`src/rtl/sap_pkg.sv`:
```
// Shared types for the sequential address pointer controller.
// Assumes: nothing beyond SystemVerilog 2017; widths live in the modules.
package sap_pkg;

    // Source that feeds the address pointer at the next edge
    typedef enum logic [2:0] {
        SRC_HOLD = 3'd0,
        SRC_DIN  = 3'd1,
        SRC_BUF1 = 3'd2,
        SRC_BUF2 = 3'd3,
        SRC_INC  = 3'd4,
        SRC_EOB  = 3'd5
    } ptr_src_e;

endpackage

```
`src/rtl/sap_load_stage.sv`:
```
// First stage of a bus load: captures the address bits into the data-in
// register, remembers that a load is pending for one cycle, and produces the
// data-ready indication.
// Assumes: load_n is sampled on every rising edge; reset is synchronous.
module sap_load_stage #(
    parameter int ADDR_W = 13
) (
    input  logic              clk,
    input  logic              rst_n,
    input  logic              load_n,
    input  logic [ADDR_W-1:0] din_addr,
    output logic [ADDR_W-1:0] din_reg,
    output logic              pend,
    output logic              ready
);

    // Capture register and pending flag for the two-stage load
    always_ff @(posedge clk) begin
        if (!rst_n) begin
            din_reg <= '0;
            pend    <= 1'b0;
        end else begin
            pend <= ~load_n;
            if (!load_n) begin
                din_reg <= din_addr;
            end
        end
    end

    // Read data is unusable in the cycle after a capture edge
    always_ff @(posedge clk) begin
        if (!rst_n) begin
            ready <= 1'b0;
        end else begin
            ready <= load_n;
        end
    end

endmodule

```
`src/rtl/sap_src_select.sv`:
```
// Chooses where the pointer comes from at the next edge.
// Priority: pending load landing, load capture (hold), buffer 1, buffer 2,
// then counting (with the end-of-buffer return), else hold.
// Assumes: pure combinational logic, and all inputs are synchronous.
module sap_src_select
    import sap_pkg::*;
(
    input  logic     load_n,
    input  logic     pend,
    input  logic     strt1_n,
    input  logic     strt2_n,
    input  logic     cnt_en,
    input  logic     eob_hit,
    output ptr_src_e src
);

    // Priority decode of the pointer source
    always_comb begin
        if (pend) begin
            src = SRC_DIN;
        end else if (!load_n) begin
            src = SRC_HOLD;
        end else if (!strt1_n) begin
            src = SRC_BUF1;
        end else if (!strt2_n) begin
            src = SRC_BUF2;
        end else if (cnt_en) begin
            src = eob_hit ? SRC_EOB : SRC_INC;
        end else begin
            src = SRC_HOLD;
        end
    end

endmodule

```
`src/rtl/sap_proto_check.sv`:
```
// Watches the strobes for protocol misuse and raises a one-cycle flag after
// the edge at which misuse was sampled.
// Assumes: DATA_W > ADDR_W; the bits above the address must be all ones
// during a bus load.
module sap_proto_check #(
    parameter int ADDR_W = 13,
    parameter int DATA_W = 16
) (
    input  logic                     clk,
    input  logic                     rst_n,
    input  logic                     load_n,
    input  logic                     pend,
    input  logic                     strt1_n,
    input  logic                     strt2_n,
    input  logic [DATA_W-ADDR_W-1:0] din_top,
    output logic                     viol
);

    logic any_strobe;
    logic bad_now;

    // Collect every misuse condition for this edge
    always_comb begin
        any_strobe = ~(strt1_n & strt2_n);
        bad_now    = (~load_n & any_strobe)
                   | (pend & any_strobe)
                   | (pend & ~load_n)
                   | (~load_n & ~(&din_top))
                   | (~strt1_n & ~strt2_n);
    end

    // Register the flag so it shows for the cycle after the edge
    always_ff @(posedge clk) begin
        if (!rst_n) begin
            viol <= 1'b0;
        end else begin
            viol <= bad_now;
        end
    end

endmodule

```
`src/rtl/sap_ptr_reg.sv`:
```
// The address pointer register and its next-value multiplexer.
// Assumes: src is decoded elsewhere; the increment wraps at 2**ADDR_W.
module sap_ptr_reg
    import sap_pkg::*;
#(
    parameter int ADDR_W = 13
) (
    input  logic              clk,
    input  logic              rst_n,
    input  ptr_src_e          src,
    input  logic [ADDR_W-1:0] din_reg,
    input  logic [ADDR_W-1:0] start1,
    input  logic [ADDR_W-1:0] start2,
    output logic [ADDR_W-1:0] ptr
);

    localparam logic [ADDR_W-1:0] STEP = ADDR_W'(1);

    logic [ADDR_W-1:0] ptr_nxt;

    // Next pointer value by source
    always_comb begin
        case (src)
            SRC_DIN:  ptr_nxt = din_reg;
            SRC_BUF1: ptr_nxt = start1;
            SRC_BUF2: ptr_nxt = start2;
            SRC_INC:  ptr_nxt = ptr + STEP;
            SRC_EOB:  ptr_nxt = start1;
            default:  ptr_nxt = ptr;
        endcase
    end

    // Pointer storage
    always_ff @(posedge clk) begin
        if (!rst_n) begin
            ptr <= '0;
        end else begin
            ptr <= ptr_nxt;
        end
    end

endmodule

```
`src/rtl/sap_pointer_ctrl.sv`:
```
// Sequential address pointer controller: one-cycle buffer-start jumps,
// a two-stage bus load through a data-in register, counting with wrap,
// an end-of-buffer return hook, data-ready and protocol-violation flags.
// Assumes: all inputs are synchronous to clk; reset is synchronous, active low.
module sap_pointer_ctrl
    import sap_pkg::*;
#(
    parameter int ADDR_W = 13,
    parameter int DATA_W = 16
) (
    input  logic              clk,
    input  logic              rst_n,
    input  logic              load_n,
    input  logic              strt1_n,
    input  logic              strt2_n,
    input  logic              cnt_en,
    input  logic [DATA_W-1:0] din,
    input  logic [ADDR_W-1:0] start1,
    input  logic [ADDR_W-1:0] start2,
    input  logic              eob_en,
    input  logic [ADDR_W-1:0] eob_addr,
    output logic [ADDR_W-1:0] ptr,
    output logic              data_ready,
    output logic              viol
);

    localparam int TOP_W = DATA_W - ADDR_W;

    logic [ADDR_W-1:0] din_reg;
    logic              pend;
    logic              eob_hit;
    ptr_src_e          src;

    // End-of-buffer match on the current pointer
    always_comb begin
        eob_hit = eob_en && (ptr == eob_addr);
    end

    sap_load_stage #(.ADDR_W(ADDR_W)) u_load (
        .clk      (clk),
        .rst_n    (rst_n),
        .load_n   (load_n),
        .din_addr (din[ADDR_W-1:0]),
        .din_reg  (din_reg),
        .pend     (pend),
        .ready    (data_ready)
    );

    sap_src_select u_sel (
        .load_n  (load_n),
        .pend    (pend),
        .strt1_n (strt1_n),
        .strt2_n (strt2_n),
        .cnt_en  (cnt_en),
        .eob_hit (eob_hit),
        .src     (src)
    );

    sap_ptr_reg #(.ADDR_W(ADDR_W)) u_ptr (
        .clk     (clk),
        .rst_n   (rst_n),
        .src     (src),
        .din_reg (din_reg),
        .start1  (start1),
        .start2  (start2),
        .ptr     (ptr)
    );

    sap_proto_check #(.ADDR_W(ADDR_W), .DATA_W(DATA_W)) u_proto (
        .clk     (clk),
        .rst_n   (rst_n),
        .load_n  (load_n),
        .pend    (pend),
        .strt1_n (strt1_n),
        .strt2_n (strt2_n),
        .din_top (din[DATA_W-1:DATA_W-TOP_W]),
        .viol    (viol)
    );

endmodule

```
`config.mk`:
```
export PLATFORM = sky130hd
export DESIGN_NAME = sap_pointer_ctrl
export DESIGN_NICKNAME = d
export VERILOG_FILES = /design/src/rtl/sap_pkg.sv /design/src/rtl/sap_load_stage.sv /design/src/rtl/sap_src_select.sv /design/src/rtl/sap_proto_check.sv /design/src/rtl/sap_ptr_reg.sv /design/src/rtl/sap_pointer_ctrl.sv
export SDC_FILE = /design/constraint.sdc
export NUM_CORES = 1
export LEC_CHECK = 0
export CAP_MARGIN = 20
export CELL_PAD_IN_SITES_DETAIL_PLACEMENT = 0
export CELL_PAD_IN_SITES_GLOBAL_PLACEMENT = 1
export CORE_AREA = 2 2 73 75
export CTS_CLUSTER_SIZE = 28
export DETAILED_ROUTE_END_ITERATION = 6
export DIE_AREA = 0 0 75 77
export DONT_BUFFER_PORTS = 1
export PLACE_DENSITY = 0.82
export SYNTH_ARGS = -nofsm -noshare
export SYNTH_HDL_FRONTEND = slang
export SYNTH_SLANG_ARGS = --single-unit
```
`constraint.sdc`:
```
create_clock -name clk -period 1.95 [get_ports clk]
set_clock_uncertainty 0.15 [all_clocks]
set_input_delay 0.2925 -clock clk [delete_from_list [all_inputs] [get_ports clk]]
set_output_delay 0.2925 -clock clk [all_outputs]
set_load 0.02 [all_outputs]
```
-- Word level (Yosys, flattened, before mapping)
Cells that the tools add are included.
- $add $sub $neg: 1
- equality and inequality tests: 6
- multiplexer cells: 7
- bitwise operators: 15
- reduce and logical (&&, ||, !) cells: 4
- operators by type and width (cell ; number):
    13-bit one-hot mux with 4 select lines ; 1
    3-bit 2-to-1 mux ; 5
    13-bit by 1-bit adder with 13-bit output (second input constant) ; 1
    13-bit equality test ; 1
    1-bit bitwise AND ; 6
    3-bit by 2-bit equality test with 1-bit output (second input constant) ; 2
    3-bit equality test (second input constant) ; 2
    1-bit inverter ; 5
    1-bit OR ; 4
    4-bit nonzero test ; 1
    3-bit by 1-bit equality test with 1-bit output (second input constant) ; 1
    3-bit AND reduction ; 1
    2-bit OR reduction ; 1
    1-bit logical AND ; 1
    1-bit 2-to-1 mux ; 1
- bits in registers: 29
- output and inout port bits: 15
- word-level logic and storage cells: 38

-- Depth between registers and ports, before layout
Gate-level depths: netlist (run 1).
- depth in word-level cells: 11
- mapped depth: 7

-- By module
From an unflattened synthesis (run 1), not the netlist that was laid out.
- cell total of the unflattened synthesis: 234
- area, all modules: 2004.4 sq um
- by module, submodules not included (module ; instances ; cells each ; area each (sq um)):
    sap_ptr_reg ; 1 ; 155 ; 1202.4
    sap_load_stage ; 1 ; 46 ; 563.0
    sap_pointer_ctrl ; 1 ; 18 ; 148.9
    sap_proto_check ; 1 ; 7 ; 51.3
    sap_src_select ; 1 ; 8 ; 38.8

-- Worst setup path before layout (run 1)
No wires, ideal clock.
- path kind: reg2reg
- from: register u_ptr.ptr[1]
- to: register u_ptr.ptr[12]
- data arrival time: 1.873 ns
- slack: -0.148 ns
- stages on the path, launching flop included: 7
- period minus slack after synthesis: 2.098 ns
- cell sequence: dfxtp_1 > ha_1 > and4_2 > nand4_1 > or3_1 > a211o_1 > a31oi_1
- word-level cells in the longest chain between the ends: 11
- elaborated cells on any way between the ends: 17
- those cells by class: add/sub: 1; eq/ne: 6; mux: 7; reduce/logical: 3
- ends and longest elaborated chain (what ; RTL line ; source):
    from (decl) ; sap_ptr_reg.sv:14 ; output logic [ADDR_W-1:0] ptr
    from (signal assigned) ; sap_ptr_reg.sv:38 ; ptr <= ptr_nxt;
    13-bit equality test ; sap_pointer_ctrl.sv:36 ; eob_hit = eob_en && (ptr == eob_addr);
    1-bit logical AND ; sap_pointer_ctrl.sv:36 ;
    1-bit 2-to-1 mux ; sap_src_select.sv:28 ; src = eob_hit ? SRC_EOB : SRC_INC;
    3-bit 2-to-1 mux ; sap_src_select.sv:27 ; end else if (cnt_en) begin
    3-bit 2-to-1 mux ; sap_src_select.sv:25 ; end else if (!strt2_n) begin
    3-bit 2-to-1 mux ; sap_src_select.sv:23 ; end else if (!strt1_n) begin
    3-bit 2-to-1 mux ; sap_src_select.sv:21 ; end else if (!load_n) begin
    3-bit 2-to-1 mux ; sap_src_select.sv:19 ; if (pend) begin
    3-bit by 2-bit equality test with 1-bit output / 3-bit equality test (equally long branches) ; sap_ptr_reg.sv:23 ; case (src)
    2-bit OR reduction (no source line) ; - ;
    13-bit one-hot mux with 4 select lines / 4-bit nonzero test (equally long branches) ; - ;
Several ways; a longest one is shown, not always the timed one.
A chain may end at the register's enable or synchronous reset.

-- Final worst setup path (run 1)
- from: register u_ptr.ptr[7]
- to: register u_ptr.ptr[9]
Same word-level chain as after synthesis.

==> results.py, run 1 <==
metrics = {
    "power": {
        "p_leak_nw": 1.08,
        "p_total_mw": 1.77,
        "power.density_nw_per_um2": 675,
        "vdd_drop_max_uv": 345,
    },
    "yosys": {
        "synth_top_family_by_area": "simple AND/OR/NAND/NOR gates",
        "synth-seq-cells": 29,
        "synthSimpleGateAreaFrac_pct": 24.7,
        "syn_avg_cell_area_um2": 8.53,
        "synth_ff_type": "dfxtp_1",
        "synth-compound-area-share_pct": 20.2,
        "ys_seq_area_share_pct": 29.6,
        "synth.cell_area_um2": 1960,
        "synth_edf_count": 0,
        "synthArstFlopShare_pct": 0,
        "synthMuxAreaShare_pct": 6.63,
        "synth_fa_ha_area_share_pct": 1.15,
        "netlist_instances": 230,
        "synth_xor_area_share_pct": 11.5,
        "syn_nets": 293,
        "synthDistinctLibCells": 54,
        "yosys_warnings": 0,
    },
    "status": {
        "status": "finished with violations",
        "violations": "negative setup slack",
    },
    "cts": {
        "cts_tree": "yes",
        "cts_buffer_depth": 2,
        "cts_htree_levels": 2,
        "cts_sinks": 29,
        "numCtsBuffers": 5,
        "cts_root_buf": "clkbuf_8",
        "path_clk_slew_ns": 0.07,
        "clk_latency_ns": 0.28,
    },
    "place": {
        "dp_hpwl_um": 4490,
        "portBuffers": 0,
        "post_dp_cell_area_um2": 2310,
        "place_ws_ns": -0.0515,
        "place_inst": 327,
        "place.gp.congestion": 0.895,
    },
    "route": {
        "wl_met2_um": 2990,
        "wl_per_cell_um": 18.0,
        "dr.pass1.iters": 4,
        "drcViolationCount": 0,
        "wl_met3_um": 521,
        "vias_per_cell": 5.68,
        "vias": 1977,
        "drt-initial-drc-count": 126,
        "top_layer_used": "met4",
        "ant_nets": 0,
        "routed_wirelength_um": 6280,
        "drt-met1-wl_um": 2640,
    },
    "grt": {
        "grt_pass1_vias": 2049,
        "antenna_found_initial": 0,
        "overflow": 0,
        "grt_pass1_wl_um": 9790,
        "grt_max_degree": 22,
        "grt_usage_pct": 22.1,
    },
    "layout": {
        "fill_cells": 480,
        "nets": 340,
        "design_area_um2": 2620,
        "final_core_util_pct": 52.7,
        "multiInputGateArea_um2": 1350,
        "regArea_um2": 606,
        "num_antenna_cells": 0,
        "drive_above_1_share_pct": 33.1,
        "layout.cells.non_filler": 348,
        "area_delta_synth_final_pct": 33.6,
    },
    "worst_setup_path": {
        "required_ns": 2.00,
        "rrSetupSlack_ns": -0.09,
        "r2r_end": "u_ptr.ptr[9]$_SDFFE_PN0P_",
        "reg2reg_depth": 5,
        "rr_startpoint": "u_ptr.ptr[7]$_SDFFE_PN0P_",
        "crit_path_end": "u_ptr.ptr[9]$_SDFFE_PN0P_",
        "critPathLaunchType": "flip-flop",
        "end_kind": "flip-flop",
        "crit_start": "u_ptr.ptr[7]$_SDFFE_PN0P_",
        "criticalPathCategory": "reg2reg",
        "crit_fanout": 4,
        "arrival_ns": 2.09,
    },
    "sta": {
        "period_share_pct": 105,
        "slew_headroom_pct": 66.7,
        "fin_crit_ns": 2.04,
        "fin_ws_ns": -0.0933,
        "max_freq_mhz": 489,
        "rsz0062_at_grt": "true",
        "hold_viol": 0,
        "setup_viol": 11,
        "tns_ns": -0.473,
        "worst_slew_pin_slew_ns": 0.500,
        "slew_violations": 0,
        "timing.hold.ws_ns": 0.00591,
    },
    "floorplan": {
        "core_um2": 4980,
        "row_count": 26,
        "fp.dieW_um": 75,
        "start_util_pct": 39.4,
        "die_y_um": 77,
        "die_area_um2": 5780,
        "pin_count": 77,
    },
    "worst_hold_path": {
        "min_path_type": "in2reg",
    },
    "flow_run": {
        "cap_violations": 0,
    },
}
[cell families after synthesis]
kind of cell | Yosys count
simple gates | 85
compound gates | 53
flops | 29
buf+inv | 27
xor+xnor | 21
mux | 13
fa+ha+maj | 2
[cell usage after synthesis (7+ instances only)]
cell type  number  area share, %
o21ai_0        14            3.6
xor2_1          7            3.1
a311o_1         9            4.6
xnor2_1        10            4.5
dfxtp_1        29             30
nand2_1         8            1.5
a221oi_1       10            4.5
nand4_1         7            2.2
nor2_1         27            5.2
inv_1          15            2.9
nor4_1         10            3.2
mux2i_1        13            6.6
[worst max-delay path, cell delays in order (launching register included)]
cell and delay, ns:
dfxtp_4 0.36, xnor2_2 0.14, nand4_1 0.22, or4_4 0.57, a2111o_1 0.44, o211ai_1 0.08
[what timing repair did]
| item | CTS | global route |
|---|---|---|
| endpoints found under the hold margin | 3 | 0 |
| buffers inserted | 7 | 4 |
| pin swaps | 4 | 10 |
| hold buffers | 2 | 0 |
| gates resized for setup | 13 | 6 |
| endpoints found under the setup margin | 12 | 13 |
[metal layers]
metal | track usage [%] | up-vias
met4 | 7.32 | 0
met2 | 35.3 | 76
li1 | - | 964
met5 | 0 | -
met3 | 7.36 | 11
met1 | 27.4 | 926
[power by group]
part | leakage, nW | switching [mW] | internal, mW | total [mW]
clock network | 0.0585 | 0.237 | 0.416 | 0.653
registers | 0.245 | 0.0469 | 0.640 | 0.687
logic | 0.775 | 0.212 | 0.216 | 0.428
[worst min path at each step]
| stage | start | to | cells after the start |
|---|---|---|---|
| floorplan | din[0] | u_load.din_reg[0]$_SDFFE_PN0N_ | 2 |
| global placement | load_n | u_load.pend$_SDFF_PN0_ | 1 |
| detailed placement | load_n | u_load.pend$_SDFF_PN0_ | 1 |
| CTS | din[10] | u_load.din_reg[10]$_SDFFE_PN0N_ | 2 |
| global route | start1[6] | u_ptr.ptr[6]$_SDFFE_PN0P_ | 1 |
| finish | din[10] | u_load.din_reg[10]$_SDFFE_PN0N_ | 2 |
[cell usage in the layout (no fill, tap or decap), drive strengths merged, types with 2 or more instances in the layout]
master / Yosys / layout
or4: 2 / 2
and2: 4 / 4
dfxtp: 29 / 29
o21ai: 14 / 14
nand3b: 2 / 2
nand4: 8 / 8
clkbuf: 6 / 7
dlygate4sd3: 0 / 2
nand2: 9 / 9
nor4: 11 / 11
a221oi: 10 / 10
a211oi: 2 / 2
a21oi: 5 / 5
xnor2: 14 / 14
buf: 6 / 50
and4: 4 / 4
a311o: 9 / 9
nor2b: 3 / 3
nand3: 6 / 6
or3: 3 / 3
xor2: 7 / 7
nor2: 27 / 27
mux2i: 13 / 13
inv: 15 / 15
[cell type report]
cell class,instances,share of cell area (%)
multi-input cells,174,51.4
clock inverters,1,1.15
repair buffers,52,15.6
well taps,70,3.34
flip-flops and latches,29,23.1
clock buffers,7,3.29
inverters,15,2.15
No activity file was read; power rests on OpenSTA's default activity.
==> run 2, diff against run 1 <==
SETUP_SLACK_MARGIN = 0.02   (was unset)
==> run 2 against run 1 <==
The run still ends with negative setup slack left; combinational power increased by 1%; utilization increased by 0.73 points; wire length decreased by 0.19%; worst setup slack improved by 0.016 ns; highest routed layer unchanged; first-iteration DRC count decreased by 0.79%; critical path depth unchanged; sequential power about the same; die area unchanged; maximum frequency increased by 0.80%; count of clock-buffer cells in the layout unchanged.
==> results.py, run 2 (synthesis results as in run 1) <==
metrics = {
    "status": {
        "status": "finished with violations",
        "violations": "negative setup slack",
    },
    "power": {
        "p_leak_nw": 1.09,
        "p_total_mw": 1.77,
        "power.density_nw_per_um2": 668,
        "vdd_drop_max_uv": 346,
    },
    "floorplan": {
        "pin_count": 77,
        "fp.dieW_um": 75,
        "row_count": 26,
        "core_um2": 4980,
        "die_area_um2": 5780,
        "start_util_pct": 39.4,
        "die_y_um": 77,
    },
    "sta": {
        "max_freq_mhz": 493,
        "period_share_pct": 104,
        "timing.hold.ws_ns": 0.00737,
        "slew_violations": 0,
        "fin_crit_ns": 2.03,
        "worst_slew_pin_slew_ns": 0.502,
        "rsz0062_at_grt": "true",
        "fin_ws_ns": -0.0771,
        "slew_headroom_pct": 66.5,
        "tns_ns": -0.470,
        "hold_viol": 0,
        "setup_viol": 11,
    },
    "layout": {
        "regArea_um2": 606,
        "fill_cells": 474,
        "drive_above_1_share_pct": 34.1,
        "num_antenna_cells": 0,
        "layout.cells.non_filler": 349,
        "layout_commonest_cell": "buf_4",
        "nets": 341,
        "final_cell_mix": "47 x buf_4, 27 x nor2_1, 17 x dfxtp_1",
        "multiInputGateArea_um2": 1370,
        "area_delta_synth_final_pct": 35.5,
    },
    "cts": {
        "cts_buffer_depth": 2,
        "cts_root_buf": "clkbuf_8",
        "numCtsBuffers": 5,
        "path_clk_slew_ns": 0.07,
        "clk_latency_ns": 0.28,
        "cts_htree_levels": 2,
        "cts_tree": "yes",
        "cts_sinks": 29,
    },
    "worst_setup_path": {
        "rrSetupSlack_ns": -0.08,
        "r2r_end": "u_ptr.ptr[9]$_SDFFE_PN0P_",
        "crit_fanout": 4,
        "critPathMaxStageDelay_ns": 0.56,
        "arrival_ns": 2.08,
        "required_ns": 2.00,
        "critPathLaunchType": "flip-flop",
        "criticalPathCategory": "reg2reg",
        "crit_chain": "xnor2_2, nand4_1, or4_4, a2111o_1, o211ai_1",
        "cp_slowest_cell": "or4_4",
        "end_kind": "flip-flop",
        "reg2reg_depth": 5,
        "rr_startpoint": "u_ptr.ptr[7]$_SDFFE_PN0P_",
    },
    "route": {
        "dr.pass1.iters": 4,
        "routed_wirelength_um": 6270,
        "ant_nets": 0,
        "drt-met1-wl_um": 2590,
        "vias": 1953,
        "drt-initial-drc-count": 125,
        "wl_per_cell_um": 18.0,
        "top_layer_used": "met4",
        "vias_per_cell": 5.60,
        "wl_met3_um": 533,
        "drcViolationCount": 0,
        "wl_met2_um": 3040,
    },
    "worst_hold_path": {
        "holdPathEnd": "u_load.din_reg[7]$_SDFFE_PN0N_",
        "hold_start": "din[7]",
        "min_path_type": "in2reg",
        "whs_path_depth": 2,
    },
    "grt": {
        "grt_max_degree": 22,
        "overflow": 0,
        "grt_pass1_vias": 2055,
        "grt_usage_pct": 22.0,
        "grt_pass1_wl_um": 9780,
        "antenna_found_initial": 0,
    },
    "place": {
        "place.gp.congestion": 0.895,
        "portBuffers": 0,
        "place_inst": 327,
        "dp_hpwl_um": 4490,
    },
    "flow_run": {
        "cap_violations": 0,
    },
}
==> run 2: area by class of cell <==
type / count / share of cell area (%)
Clock buffer: 7 / 3.25
Clock inverter: 1 / 1.13
Inverter: 15 / 2.12
Multi-Input combinational cell: 174 / 51.4
Sequential cell: 29 / 22.8
Tap cell: 70 / 3.30
Timing Repair Buffer: 53 / 16.1
==> run 2: per-layer routing <==
metal / vias up / global-route usage [%]
met5: - / 0
met4: 0 / 7.32
met3: 8 / 7.62
met2: 64 / 35.4
met1: 922 / 27.0
li1: 959 / -
==> run 2: repair_timing <==
| item | CTS | global route |
|---|---|---|
| setup buffers | 7 | 5 |
| pin swaps | 3 | 11 |
| resized for setup | 18 | 6 |
| endpoints found under the setup margin | 12 | 13 |
| hold buffers | 2 | 0 |
| hold endpoints to repair | 3 | 0 |
==> run 2: through the flow <==
stage                     worst slack [ns]  util (%)  instance area (um2)
final                              -0.0771      53.4                 2660
after global routing                -0.161      53.4                 2660
after CTS                          -0.0426      52.0                 2590
after detailed placement           -0.0515      46.5                 2310
after global placement             -0.0602      46.5                 2310
after floorplan                    -0.0457         -                 1980
==> run 2: worst max-delay path by stage <==
stage	startpoint	to	slack [ns]	cells past startpoint
6_report	u_ptr.ptr[7]$_SDFFE_PN0P_	u_ptr.ptr[9]$_SDFFE_PN0P_	-0.08	5
5_1_grt	u_ptr.ptr[2]$_SDFFE_PN0P_	u_ptr.ptr[2]$_SDFFE_PN0P_	-0.16	8
4_1_cts	u_ptr.ptr[7]$_SDFFE_PN0P_	u_ptr.ptr[9]$_SDFFE_PN0P_	-0.04	5
3_5_place_dp	u_ptr.ptr[3]$_SDFFE_PN0P_	u_ptr.ptr[9]$_SDFFE_PN0P_	-0.05	5
3_3_place_gp	u_ptr.ptr[3]$_SDFFE_PN0P_	u_ptr.ptr[1]$_SDFFE_PN0P_	-0.06	6
2_1_floorplan	u_ptr.ptr[2]$_SDFFE_PN0P_	u_ptr.ptr[9]$_SDFFE_PN0P_	-0.05	6
==> run 2: critical path: cells and delay by family (launching register included) <==
family	cells	cell delay, ns
flip-flops	1	0.36
AND/OR/NAND/NOR	2	0.78
XOR/XNOR	1	0.14
AO/OA/AOI/OAI	2	0.51
==> run 2: power breakdown <==
part | internal (mW) | switching [mW] | leakage (nW)
sequential | 0.640 | 0.0482 | 0.245
clock | 0.416 | 0.237 | 0.0585
combinational | 0.219 | 0.214 | 0.783
==> run 3, diff against run 2 <==
CORE_AREA = 2 2 62 87   (was 2 2 73 75)
DIE_AREA = 0 0 64 89   (was 0 0 75 77)
PLACE_DENSITY = 0.83   (was 0.82)
RECOVER_POWER = 100   (was unset)
==> run 3 against run 2 <==
The flow still finishes with violations (negative setup slack); worst setup slack got worse by 0.039 ns; worst hold slack improved by 0.0012 ns; first-iteration DRC count shrank 25%; largest cell class unchanged; combinational power is 4.8% lower; global-route usage is 0.69 points higher; design area shrank 3.9%; maximum frequency shrank 1.9%; via count grew 1.4%; highest routed layer unchanged; register-to-register slack got worse by 0.04 ns; sequential share of layout area is 0.93 points higher.
==> results.py, run 3 (synthesis results as in run 1) <==
metrics = {
    "worst_setup_path": {
        "critical_path_buf_inv_count": 0,
        "cp_slowest_cell": "or4_4",
        "required_ns": 2.00,
        "end_kind": "flip-flop",
        "cpLargestDelayFamily": "simple AND/OR/NAND/NOR gates",
        "crit_fanout": 4,
        "critPathLaunchType": "flip-flop",
        "arrival_ns": 2.11,
        "crit_chain": "xnor2_1, nand4_1, or4_4, a2111o_1, o211ai_1",
        "criticalPathCategory": "reg2reg",
        "critPathMaxStageDelay_ns": 0.63,
    },
    "grt": {
        "grt_pass1_wl_um": 9830,
        "antenna_found_initial": 0,
        "grt_usage_pct": 22.7,
        "overflow": 0,
        "grt_pass1_vias": 2059,
        "grt_max_degree": 22,
    },
    "route": {
        "vias_per_cell": 5.86,
        "wl_per_cell_um": 18.6,
        "routed_wirelength_um": 6290,
        "vias": 1981,
        "ant_nets": 0,
        "drt-initial-drc-count": 94,
        "drcViolationCount": 0,
        "dr.pass1.iters": 4,
    },
    "place": {
        "dp_hpwl_um": 4570,
        "place_ws_ns": -0.0491,
        "place.gp.congestion": 0.815,
        "portBuffers": 0,
        "place_inst": 320,
    },
    "layout": {
        "drive_above_1_share_pct": 29.9,
        "num_antenna_cells": 0,
        "fill_cells": 456,
        "layout_commonest_cell": "buf_4",
        "final_cell_mix": "41 x buf_4, 27 x nor2_1, 17 x dfxtp_1",
        "layout.cells.non_filler": 338,
        "nets": 336,
        "area_delta_synth_final_pct": 30.2,
    },
    "power": {
        "p_total_mw": 1.75,
        "power.density_nw_per_um2": 685,
        "p_leak_nw": 1.04,
        "vdd_drop_max_uv": 363,
    },
    "cts": {
        "cts_sinks": 29,
        "clk_latency_ns": 0.28,
        "path_clk_slew_ns": 0.06,
        "numCtsBuffers": 5,
        "cts_tree": "yes",
        "cts_buffer_depth": 2,
        "cts_htree_levels": 2,
        "cts_root_buf": "clkbuf_8",
    },
    "flow_run": {
        "cap_violations": 0,
    },
    "sta": {
        "rsz0062_at_grt": "true",
        "max_freq_mhz": 484,
        "slew_violations": 0,
        "worst_slew_pin_slew_ns": 0.485,
        "fin_crit_ns": 2.07,
        "timing.hold.ws_ns": 0.00853,
        "setup_viol": 12,
        "hold_viol": 0,
        "slew_headroom_pct": 67.7,
        "fin_ws_ns": -0.116,
        "period_share_pct": 106,
        "tns_ns": -0.600,
    },
    "floorplan": {
        "fp.dieW_um": 64,
        "core_um2": 4840,
        "row_count": 30,
        "pin_count": 77,
        "start_util_pct": 40.5,
        "die_area_um2": 5700,
        "die_y_um": 89,
    },
    "status": {
        "status": "finished with violations",
        "violations": "negative setup slack",
    },
    "worst_hold_path": {
        "min_path_type": "in2reg",
    },
}
-- run 3: path summary, 6_finish.rpt --
| check | start | end | slack [ns] | cells past startpoint |
|---|---|---|---|---|
| worst min-delay path | din[8] | u_load.din_reg[8]$_SDFFE_PN0N_ | 0.009 | 2 |
| worst min register to register | u_load.din_reg[11]$_SDFFE_PN0N_ | u_load.din_reg[11]$_SDFFE_PN0N_ | 0.35 | 2 |
| worst max register to register | u_ptr.ptr[9]$_SDFFE_PN0P_ | u_ptr.ptr[9]$_SDFFE_PN0P_ | -0.12 | 5 |
| worst max-delay path | u_ptr.ptr[9]$_SDFFE_PN0P_ | u_ptr.ptr[9]$_SDFFE_PN0P_ | -0.12 | 5 |
-- run 3: cell type report --
cell class                      instances  area (um2)  share of cell area (%)
Inverter                               15        56.3                    2.20
Clock inverter                          1        30.0                    1.18
Sequential cell                        29         606                    23.7
Multi-Input combinational cell        175        1330                    52.1
Tap cell                               64        80.1                    3.14
Timing Repair Buffer                   47         365                    14.3
Clock buffer                            7        86.3                    3.38
-- run 3: routing by layer --
layer	track usage, %	up-vias	share of wire (%)
li1	-	951	-
met1	24.0	940	37
met2	40.2	74	52
met3	7.18	16	7.4
met4	12.3	0	3.9
met5	0	-	0
-- run 3: worst register-to-register path, delay by kind of cell, from the launching register on --
family | cells | cell delay (ns)
xor gates and xnor gates | 1 | 0.17
and+or+nand+nor | 2 | 0.87
AOI/OAI and AO/OA | 2 | 0.48
DFF | 1 | 0.32
-- run 3: per-stage QoR --
step           area [um2]  utilization [%]
4_1_cts              2470             50.9
3_3_place_gp         2280             47.2
6_report             2550             52.7
5_1_grt              2550             52.7
3_5_place_dp         2280             47.2
2_1_floorplan        1980                -
-- run 3: power breakdown --
part / switching, mW / internal (mW) / total [mW] / leakage, nW
sequential: 0.0477 / 0.640 / 0.688 / 0.245
combinational: 0.206 / 0.207 / 0.412 / 0.734
clock: 0.233 / 0.416 / 0.649 / 0.0585
total: 0.486 / 1.26 / 1.75 / 1.04
-- run 3: timing repair --
| action | in CTS | in global routing |
|---|---|---|
| hold buffers | 2 | 0 |
| hold endpoints to repair | 3 | 0 |
| pin swaps | 2 | 6 |
| gates cloned | 0 | 1 |
| resized for setup | 1 | 15 |
| setup endpoints to repair | 12 | 13 |
| buffers inserted | 5 | 2 |
